--- config.mk ---
export PLATFORM = sky130hd
export DESIGN_NAME = uart_trig_irq_ctrl
export DESIGN_NICKNAME = d
export VERILOG_FILES = /design/src/rtl/uart_trig_pkg.sv /design/src/rtl/uart_trig_level.sv /design/src/rtl/uart_trig_srcgen.sv /design/src/rtl/uart_trig_pendreg.sv /design/src/rtl/uart_trig_irq_ctrl.sv
export SDC_FILE = /design/constraint.sdc
export NUM_CORES = 1
export LEC_CHECK = 0
export ABC_CLOCK_PERIOD_IN_PS = 3600
export BUFFER_PORTS_ARGS = -buffer_cell sky130_fd_sc_hd__buf_2
export CORE_MARGIN = 5
export CORE_UTILIZATION = 39
export CTS_CLUSTER_DIAMETER = 150
export DETAILED_ROUTE_END_ITERATION = 16
export PLACE_DENSITY = 0.78
export SETUP_SLACK_MARGIN = 0.2
export SYNTH_ARGS = -nofsm -noshare
export SYNTH_HDL_FRONTEND = slang
export SYNTH_SLANG_ARGS = --single-unit
--- constraint.sdc ---
create_clock -name clk -period 3.6 [get_ports clk]
set_input_delay 0.72 -clock clk [delete_from_list [all_inputs] [get_ports clk]]
set_output_delay 0.72 -clock clk [all_outputs]
set_load 0.03 [all_outputs]
--- src/rtl/uart_trig_pkg.sv ---
package uart_trig_pkg;
  localparam int SRC_W     = 4;
  localparam int SRC_RX    = 0;
  localparam int SRC_ERR   = 1;
  localparam int SRC_TX    = 2;
  localparam int SRC_MODEM = 3;
  localparam int MAX_SCALE = 32;

  // Threshold multiplier per channel index.
  function automatic int unsigned trig_scale(input int unsigned ch);
    case (ch)
      0:       return 32;
      1, 4:    return 8;
      2, 3:    return 2;
      default: return 0;
    endcase
  endfunction
endpackage

--- src/rtl/uart_trig_level.sv ---
module uart_trig_level #(
  parameter int unsigned CHANNEL = 0,
  parameter int FLD_W  = 3,
  parameter int LVL_W  = 9,
  parameter bit ADD_ONE = 1'b0
) (
  input  logic [FLD_W-1:0] fld,
  output logic [LVL_W-1:0] lvl
);
  localparam int unsigned SCALE = uart_trig_pkg::trig_scale(CHANNEL);

  generate
    if (SCALE == 0) begin : g_zero
      assign lvl = '0;
    end else begin : g_scaled
      logic [LVL_W-1:0] base;
      assign base = LVL_W'(fld) + LVL_W'(ADD_ONE);
      assign lvl  = LVL_W'(base * LVL_W'(SCALE));
    end
  endgenerate
endmodule

--- src/rtl/uart_trig_srcgen.sv ---
module uart_trig_srcgen
  import uart_trig_pkg::*;
#(
  parameter int unsigned CHANNEL = 0,
  parameter int FLD_W = 3,
  parameter int CNT_W = 8
) (
  input  logic             fifo_en,
  input  logic             rx_tmo_en,
  input  logic [FLD_W-1:0] tx_trig,
  input  logic [FLD_W-1:0] rx_trig,
  input  logic [CNT_W-1:0] tx_count,
  input  logic [CNT_W-1:0] rx_count,
  input  logic             rx_ready,
  input  logic             tmo_req,
  input  logic             err_evt,
  input  logic             modem_evt,
  output logic [SRC_W-1:0] set_vec
);
  localparam int LVL_W = $clog2(((1 << FLD_W) * MAX_SCALE) + 1);
  localparam int CMP_W = (LVL_W > CNT_W) ? LVL_W : CNT_W;

  logic [LVL_W-1:0] tx_lvl, rx_lvl;
  logic [CMP_W-1:0] tx_cnt_x, rx_cnt_x, tx_lvl_x, rx_lvl_x;
  logic tx_hit, rx_hit, rx_any;

  uart_trig_level #(.CHANNEL(CHANNEL), .FLD_W(FLD_W), .LVL_W(LVL_W), .ADD_ONE(1'b0))
    u_tx_lvl (.fld(tx_trig), .lvl(tx_lvl));
  uart_trig_level #(.CHANNEL(CHANNEL), .FLD_W(FLD_W), .LVL_W(LVL_W), .ADD_ONE(1'b1))
    u_rx_lvl (.fld(rx_trig), .lvl(rx_lvl));

  assign tx_cnt_x = CMP_W'(tx_count);
  assign rx_cnt_x = CMP_W'(rx_count);
  assign tx_lvl_x = CMP_W'(tx_lvl);
  assign rx_lvl_x = CMP_W'(rx_lvl);

  assign tx_hit = tx_cnt_x <= tx_lvl_x;
  assign rx_hit = rx_cnt_x >= rx_lvl_x;
  assign rx_any = (rx_count != '0) && !rx_tmo_en;

  always_comb begin
    set_vec            = '0;
    set_vec[SRC_TX]    = fifo_en && tx_hit;
    set_vec[SRC_RX]    = (fifo_en ? (rx_hit || rx_any) : rx_ready) || tmo_req;
    set_vec[SRC_ERR]   = err_evt;
    set_vec[SRC_MODEM] = modem_evt;
  end
endmodule

--- src/rtl/uart_trig_pendreg.sv ---
module uart_trig_pendreg
  import uart_trig_pkg::*;
(
  input  logic             clk,
  input  logic             rst,
  input  logic [SRC_W-1:0] set_vec,
  input  logic             mask_wr,
  input  logic [SRC_W-1:0] mask_wdata,
  input  logic             pend_wr,
  input  logic [SRC_W-1:0] pend_wdata,
  input  logic             src_wr,
  input  logic [SRC_W-1:0] src_wdata,
  output logic [SRC_W-1:0] src_q,
  output logic [SRC_W-1:0] pend_q,
  output logic             irq_q
);
  logic [SRC_W-1:0] mask_q, mask_d, clr_vec, src_d, pend_d;

  assign clr_vec = (pend_wr ? pend_wdata : '0) | (src_wr ? src_wdata : '0);
  assign mask_d  = mask_wr ? mask_wdata : mask_q;

  genvar b;
  generate
    for (b = 0; b < SRC_W; b++) begin : g_bit
      // A live set condition overrides a clear in the same cycle.
      assign src_d[b]  = set_vec[b] | (src_q[b] & ~clr_vec[b]);
      assign pend_d[b] = src_d[b] & ~mask_d[b];
    end
  endgenerate

  always_ff @(posedge clk) begin
    if (rst) begin
      src_q  <= '0;
      mask_q <= '0;
      pend_q <= '0;
      irq_q  <= 1'b0;
    end else begin
      src_q  <= src_d;
      mask_q <= mask_d;
      pend_q <= pend_d;
      irq_q  <= |pend_d;
    end
  end
endmodule

--- src/rtl/uart_trig_irq_ctrl.sv ---
module uart_trig_irq_ctrl
  import uart_trig_pkg::*;
#(
  parameter int unsigned CHANNEL = 0,
  parameter int FLD_W = 3,
  parameter int CNT_W = 8
) (
  input  logic             clk,
  input  logic             rst,
  input  logic             fifo_en,
  input  logic             rx_tmo_en,
  input  logic [1:0]       rx_mode,
  input  logic [FLD_W-1:0] tx_trig,
  input  logic [FLD_W-1:0] rx_trig,
  input  logic [CNT_W-1:0] tx_count,
  input  logic [CNT_W-1:0] rx_count,
  input  logic             rx_ready,
  input  logic             tmo_req,
  input  logic             err_evt,
  input  logic             modem_evt,
  input  logic             mask_wr,
  input  logic [SRC_W-1:0] mask_wdata,
  input  logic             pend_wr,
  input  logic [SRC_W-1:0] pend_wdata,
  input  logic             src_wr,
  input  logic [SRC_W-1:0] src_wdata,
  output logic [SRC_W-1:0] src_pend,
  output logic [SRC_W-1:0] pend,
  output logic             irq,
  output logic             dma_busy
);
  localparam logic [1:0] RX_MODE_DMA = 2'd2;

  logic [SRC_W-1:0] set_vec;

  uart_trig_srcgen #(.CHANNEL(CHANNEL), .FLD_W(FLD_W), .CNT_W(CNT_W)) u_srcgen (
    .fifo_en(fifo_en), .rx_tmo_en(rx_tmo_en),
    .tx_trig(tx_trig), .rx_trig(rx_trig),
    .tx_count(tx_count), .rx_count(rx_count),
    .rx_ready(rx_ready), .tmo_req(tmo_req),
    .err_evt(err_evt), .modem_evt(modem_evt),
    .set_vec(set_vec)
  );

  uart_trig_pendreg u_pendreg (
    .clk(clk), .rst(rst), .set_vec(set_vec),
    .mask_wr(mask_wr), .mask_wdata(mask_wdata),
    .pend_wr(pend_wr), .pend_wdata(pend_wdata),
    .src_wr(src_wr), .src_wdata(src_wdata),
    .src_q(src_pend), .pend_q(pend), .irq_q(irq)
  );

  always_ff @(posedge clk) begin
    if (rst) dma_busy <= 1'b0;
    else     dma_busy <= (rx_mode == RX_MODE_DMA) && (rx_count == '0);
  end
endmodule

# [Word-level counts from Yosys, hierarchy flattened]
# Index checks and enable logic that the tools add are counted.
[totals] regBits=14 in_bits=47 word_cells=43
[classes] addsub=1 n_lt_le_gt_ge=2 n_eq_ne=1 mux=4 bitwise=21 reduce_logical=9
[op_table] op="4-bit 2-to-1 mux" n=3
[op_table] op="8-bit by 9-bit greater-or-equal comparator with 1-bit output" n=1
[op_table] op="1-bit bitwise AND" n=8
[op_table] op="8-bit <= comparator" n=1
[op_table] op="8-bit zero test" n=1
[op_table] op="1-bit NOT" n=8
[op_table] op="8-bit nonzero test" n=1
[op_table] op="3-bit by 1-bit adder with 4-bit output (second input constant)" n=1
[op_table] op="1-bit bitwise OR" n=4
[op_table] op="4-bit bitwise OR" n=1
[op_table] op="4-bit OR reduction" n=1
[op_table] op="1-bit logical AND" n=3
[op_table] op="2-bit equality test (second input constant)" n=1
[op_table] op="1-bit logical OR" n=2
[op_table] op="1-bit zero test" n=1
[op_table] op="1-bit 2-to-1 mux" n=1

# [Depth between registers and ports, before layout]
[logic_depth] word_depth=8 ltp_mapped=8 depth_no_buf=8

# [Hierarchy]
# Synthesis repeated with hierarchy kept, for this count alone.
[hier_totals] hier_cells=127 area_unflattened_um2=1072.3
[modules_own_cells] module="uart_trig_srcgen" n_inst=1 cells_each=62 area_per_inst_um2=450.4
[modules_own_cells] module="uart_trig_pendreg" n_inst=1 cells_each=40 area_per_inst_um2=431.7
[modules_own_cells] module="uart_trig_level (u_srcgen.u_rx_lvl)" n_inst=1 cells_each=10 area_per_inst_um2=72.6
[modules_own_cells] module="uart_trig_level (u_srcgen.u_tx_lvl)" n_inst=1 cells_each=10 area_per_inst_um2=71.3
[modules_own_cells] module="uart_trig_irq_ctrl" n_inst=1 cells_each=5 area_per_inst_um2=46.3

# [Worst setup path before layout]
# Ideal clock, no wire load.
[synth_timing] path_kind="input port to flip-flop" startpoint="input rx_trig[0]" endpoint="register u_pendreg.irq_q" setup_time_ns=0.138 arrival_time_ns=2.010 t_required_ns=3.462 setup_slack_ns=1.452 cell_stages=8 path_cell_list="ha_1 xnor2_1 ha_1 a21oi_1 o21ai_1 o211a_1 o21ai_2 o311ai_2"
[synth_via] elab_chain_cells=8
[synth_rtl] element="start, declared" line="uart_trig_irq_ctrl.sv:14" text="input logic [FLD_W-1:0] rx_trig,"
[synth_rtl] element="3-bit by 1-bit adder with 4-bit output" line="uart_trig_level.sv:17" text="assign base = LVL_W'(fld) + LVL_W'(ADD_ONE);"
[synth_rtl] element="8-bit by 9-bit greater-or-equal comparator with 1-bit output" line="uart_trig_srcgen.sv:38" text="assign rx_hit = rx_cnt_x >= rx_lvl_x;"
[synth_rtl] element="1-bit logical OR" line="uart_trig_srcgen.sv:44" text="set_vec[SRC_RX] = (fifo_en ? (rx_hit || rx_any) : rx_ready) || tmo_req;"
[synth_rtl] element="1-bit 2-to-1 mux" line="uart_trig_srcgen.sv:44"
[synth_rtl] element="1-bit logical OR" line="uart_trig_srcgen.sv:44"
[synth_rtl] element="1-bit bitwise OR" line="uart_trig_pendreg.sv:26" text="assign src_d[b] = set_vec[b] | (src_q[b] & ~clr_vec[b]);"
[synth_rtl] element="1-bit bitwise AND" line="uart_trig_pendreg.sv:27" text="assign pend_d[b] = src_d[b] & ~mask_d[b];"
[synth_rtl] element="4-bit OR reduction" line="uart_trig_pendreg.sv:41" text="irq_q <= |pend_d;"
[synth_rtl] element="end signal, assigned" line="uart_trig_pendreg.sv:41"
[synth_rtl] element="end, declared" line="uart_trig_pendreg.sv:15" text="output logic irq_q"
# No other way between the ends.
# A chain may end at the register's enable or synchronous reset.

# [Worst setup path in the final report]
# Ends and elaborated chain as after synthesis.

==> reports/summary.txt <==
CTS buffer count: 3
most frequent cells in the layout: buf_2, dfxtp_1, nor2_1
Post-CTS Repair Setup Buffers: 0
Reg2Reg Depth: 4
fin crit period: 2060 ps
Tot GR Track Use: 14.5%
first-pass GRT wire length: 3070 um
met2 GRT Util: 27.1%
met1 Use GR: 14.6%
Worst Max-Slew Pin Slew: 367 ps
Hold Buf Count CTS: 0
Worst-Skew Late Latency: 270 ps
Initial DRT Pass Iterations: 3
critical path endpoint category: flip-flop
worst hold stages: 2
Post-Route WL: 1910 um
vias in the first global route: 810
Port Buffer Count: 56
Top Ports: 57
Hold WC Path Type: reg2reg
Slew headroom: 75.3%
initial antenna violation count: 0
cells along the critical path: buf_2, ha_1, xnor2_1, ha_1, a21oi_1, o21ai_1, o211a_1, o21ai_2, o311ai_2
Yosys reg bits: 14
Post-DRT Antenna Nets: 0
PD cells: 333 nW/um^2
M3 GR Usage: 3.38%
slowest CP cell: ha_1
Static Leak: 0.000579 uW
number of remaining DRC errors: 0
outcome: completed
Root Buffer: clkbuf_4
worst-path fanout max: 3
DR vias: 776
portion of netlist area occupied by mux cells: 5.82%
area grow syn2layout: 45.2%
worst IR drop on VDD: 164 uV
Setup WS post-layout: 1540 ps
total gr overflow: 0
clock-pin slew on the worst setup and hold paths: 80 ps
Adder-Cell Fraction of Synth Area: 12.0%
delay-heaviest family, CP: compound AO/OA/AOI/OAI gates
Final Skew: 3.44 ps
dpl ws: 1260 ps
final critical-path share of the clock period: 57.2%
Setup TNS Final: 0 ps
sequential area share after synthesis: 38.4%
worst path bufs/invs: 1
crit start category: primary input
# H-tree levels: 1
DIE AREA: 2840 sq um
Synth Area in Compound Gates: 17.0%
diode count: 0
vias per std cell: 4.79
post-synthesis cell count: 79
largest net degree at the start of global routing: 13
final hold violations: 0
Placer Congestion: 0.790
core area: 1750 sq um
Max Slew Vio Count: 0
Unique masters post-synth: 31
main combinational cell family by area after synthesis: simple AND/OR/NAND/NOR gates
highest clock rate: 486 MHz
RSZ-0062 raised after global routing: false
die height: 53.3 um
max incr delay on CP: 300 ps
share of layout cells above drive strength 1: 47.4%
initial drt markers: 16
setup violators final: 0
CP required: 3750 ps
clock sinks: 14
CP most frequent cell: ha_1
YS warnings: 0
die extent in x: 53.3 um
final-stage net count: 193
Synth Area in Simple Gates: 21.1%
global route hottest layer: met2
Site Rows: 15
TritonCTS clock tree: built
drt wl/cell: 11.8 um
syn avg cell area: 9.25 sq um
commonest non-fill, non-tap cell in the layout: buf_2
Syn Nets: 133
Post-CTS Resized: 0
clock buffer depth: 2
cell count along the critical path: 9
arrival time at the worst endpoint: 2210 ps
XOR/XNOR share of the synthesized area: 1.20%
Max-Cap Viols: 0
cell area after synthesis: 731 sq um
Detailed Place HPWL: 1720 um
initial core utilization: 41.9%
crit path kind: in2reg
[cells by family (layout without fill, tap and decap cells)]
logic type | count (synthesis) | count (layout)
mux | 4 | 4
simple gates | 29 | 29
xor+xnor | 1 | 1
flops | 14 | 14
buf+inv | 9 | 67
compound gates | 15 | 15
fa+ha+maj | 7 | 7
[area by class of cell]
| type | instances | area (sq um) |
|---|---|---|
| fillers | 165 | 684 |
| clock buffers | 3 | 22.5 |
| inverters | 8 | 30.0 |
| flip-flops and latches | 14 | 280 |
| repair buffers | 56 | 280 |
| multi-input cells | 56 | 417 |
| well taps | 25 | 31.3 |
[routing by layer]
layer  wire length [um]  vias to the layer above
li1                   -                      400
met1                750                      343
met2                962                       29
met3                158                        4
met4                 38                        0
met5                  0                        -
[cells in the mapped netlist]
cell	number	area (sq um)
o211a_1	1	10.0
clkbuf_1	1	3.75
a221oi_2	1	15.0
o21ai_1	1	5.00
xnor2_1	1	8.76
and3_1	1	6.26
inv_1	8	30.0
o22ai_1	1	6.26
o21a_1	1	7.51
nor3_2	1	10.0
nor3_1	2	10.0
ha_1	7	87.6
or3_1	1	6.26
mux2_2	1	11.3
and2_1	2	12.5
o311ai_2	1	16.3
nand4b_1	1	8.76
o21ai_2	1	8.76
nor2b_1	3	18.8
o31ai_1	1	7.51
mux2i_1	2	20.0
a22oi_1	4	30.0
nor2_1	9	33.8
or4_1	1	7.51
nand3_1	2	10.0
a21oi_1	1	5.00
a31oi_1	2	12.5
or4_4	1	11.3
dfxtp_1	14	280
mux2_1	1	11.3
nand2_1	5	18.8
[final timing paths]
check	start	slack [ps]	endpoint
max	rx_trig[0]	1540	u_pendreg.irq_q
min	u_pendreg.mask_q[1]	530	u_pendreg.mask_q[1]
max reg2reg	u_pendreg.src_q[0]	2550	u_pendreg.irq_q
min reg2reg	u_pendreg.mask_q[1]	530	u_pendreg.mask_q[1]
[power breakdown]
part	switching [uW]	leakage (uW)	total (uW)	internal, uW
clock	43.5	0.0000138	82.2	38.6
sequential	3.22	0.000116	169	166
combinational	55.4	0.000449	102	46.8
[per-stage QoR]
| step | total power, uW | util, % | std cells | hold WS, ps | cell area, sq um |
|---|---|---|---|---|---|
| after global placement | 272 | 59.5 | 159 | 500 | 1040 |
| after CTS | 356 | 60.8 | 162 | 528 | 1060 |
| after detailed placement | 276 | 59.5 | 159 | 507 | 1040 |
| after floorplan | 232 | - | 79 | 469 | 731 |
| after global routing | 376 | 60.8 | 162 | 554 | 1060 |
| final | 353 | 60.8 | 162 | 530 | 1060 |
[worst register-to-register path: stages (launching register included)]
cell and delay (ps):
dfxtp_1 320, a221oi_2 200, o31ai_1 140, o21ai_2 160
o311ai_2 110
[sequential cells by signal (all words and copies together), names as in the netlist]
name	flops
dma_busy	1
u_pendreg.irq_q	1
u_pendreg.mask_q	4
u_pendreg.pend_q	4
u_pendreg.src_q	4
Power figures use the tool's default switching activity.
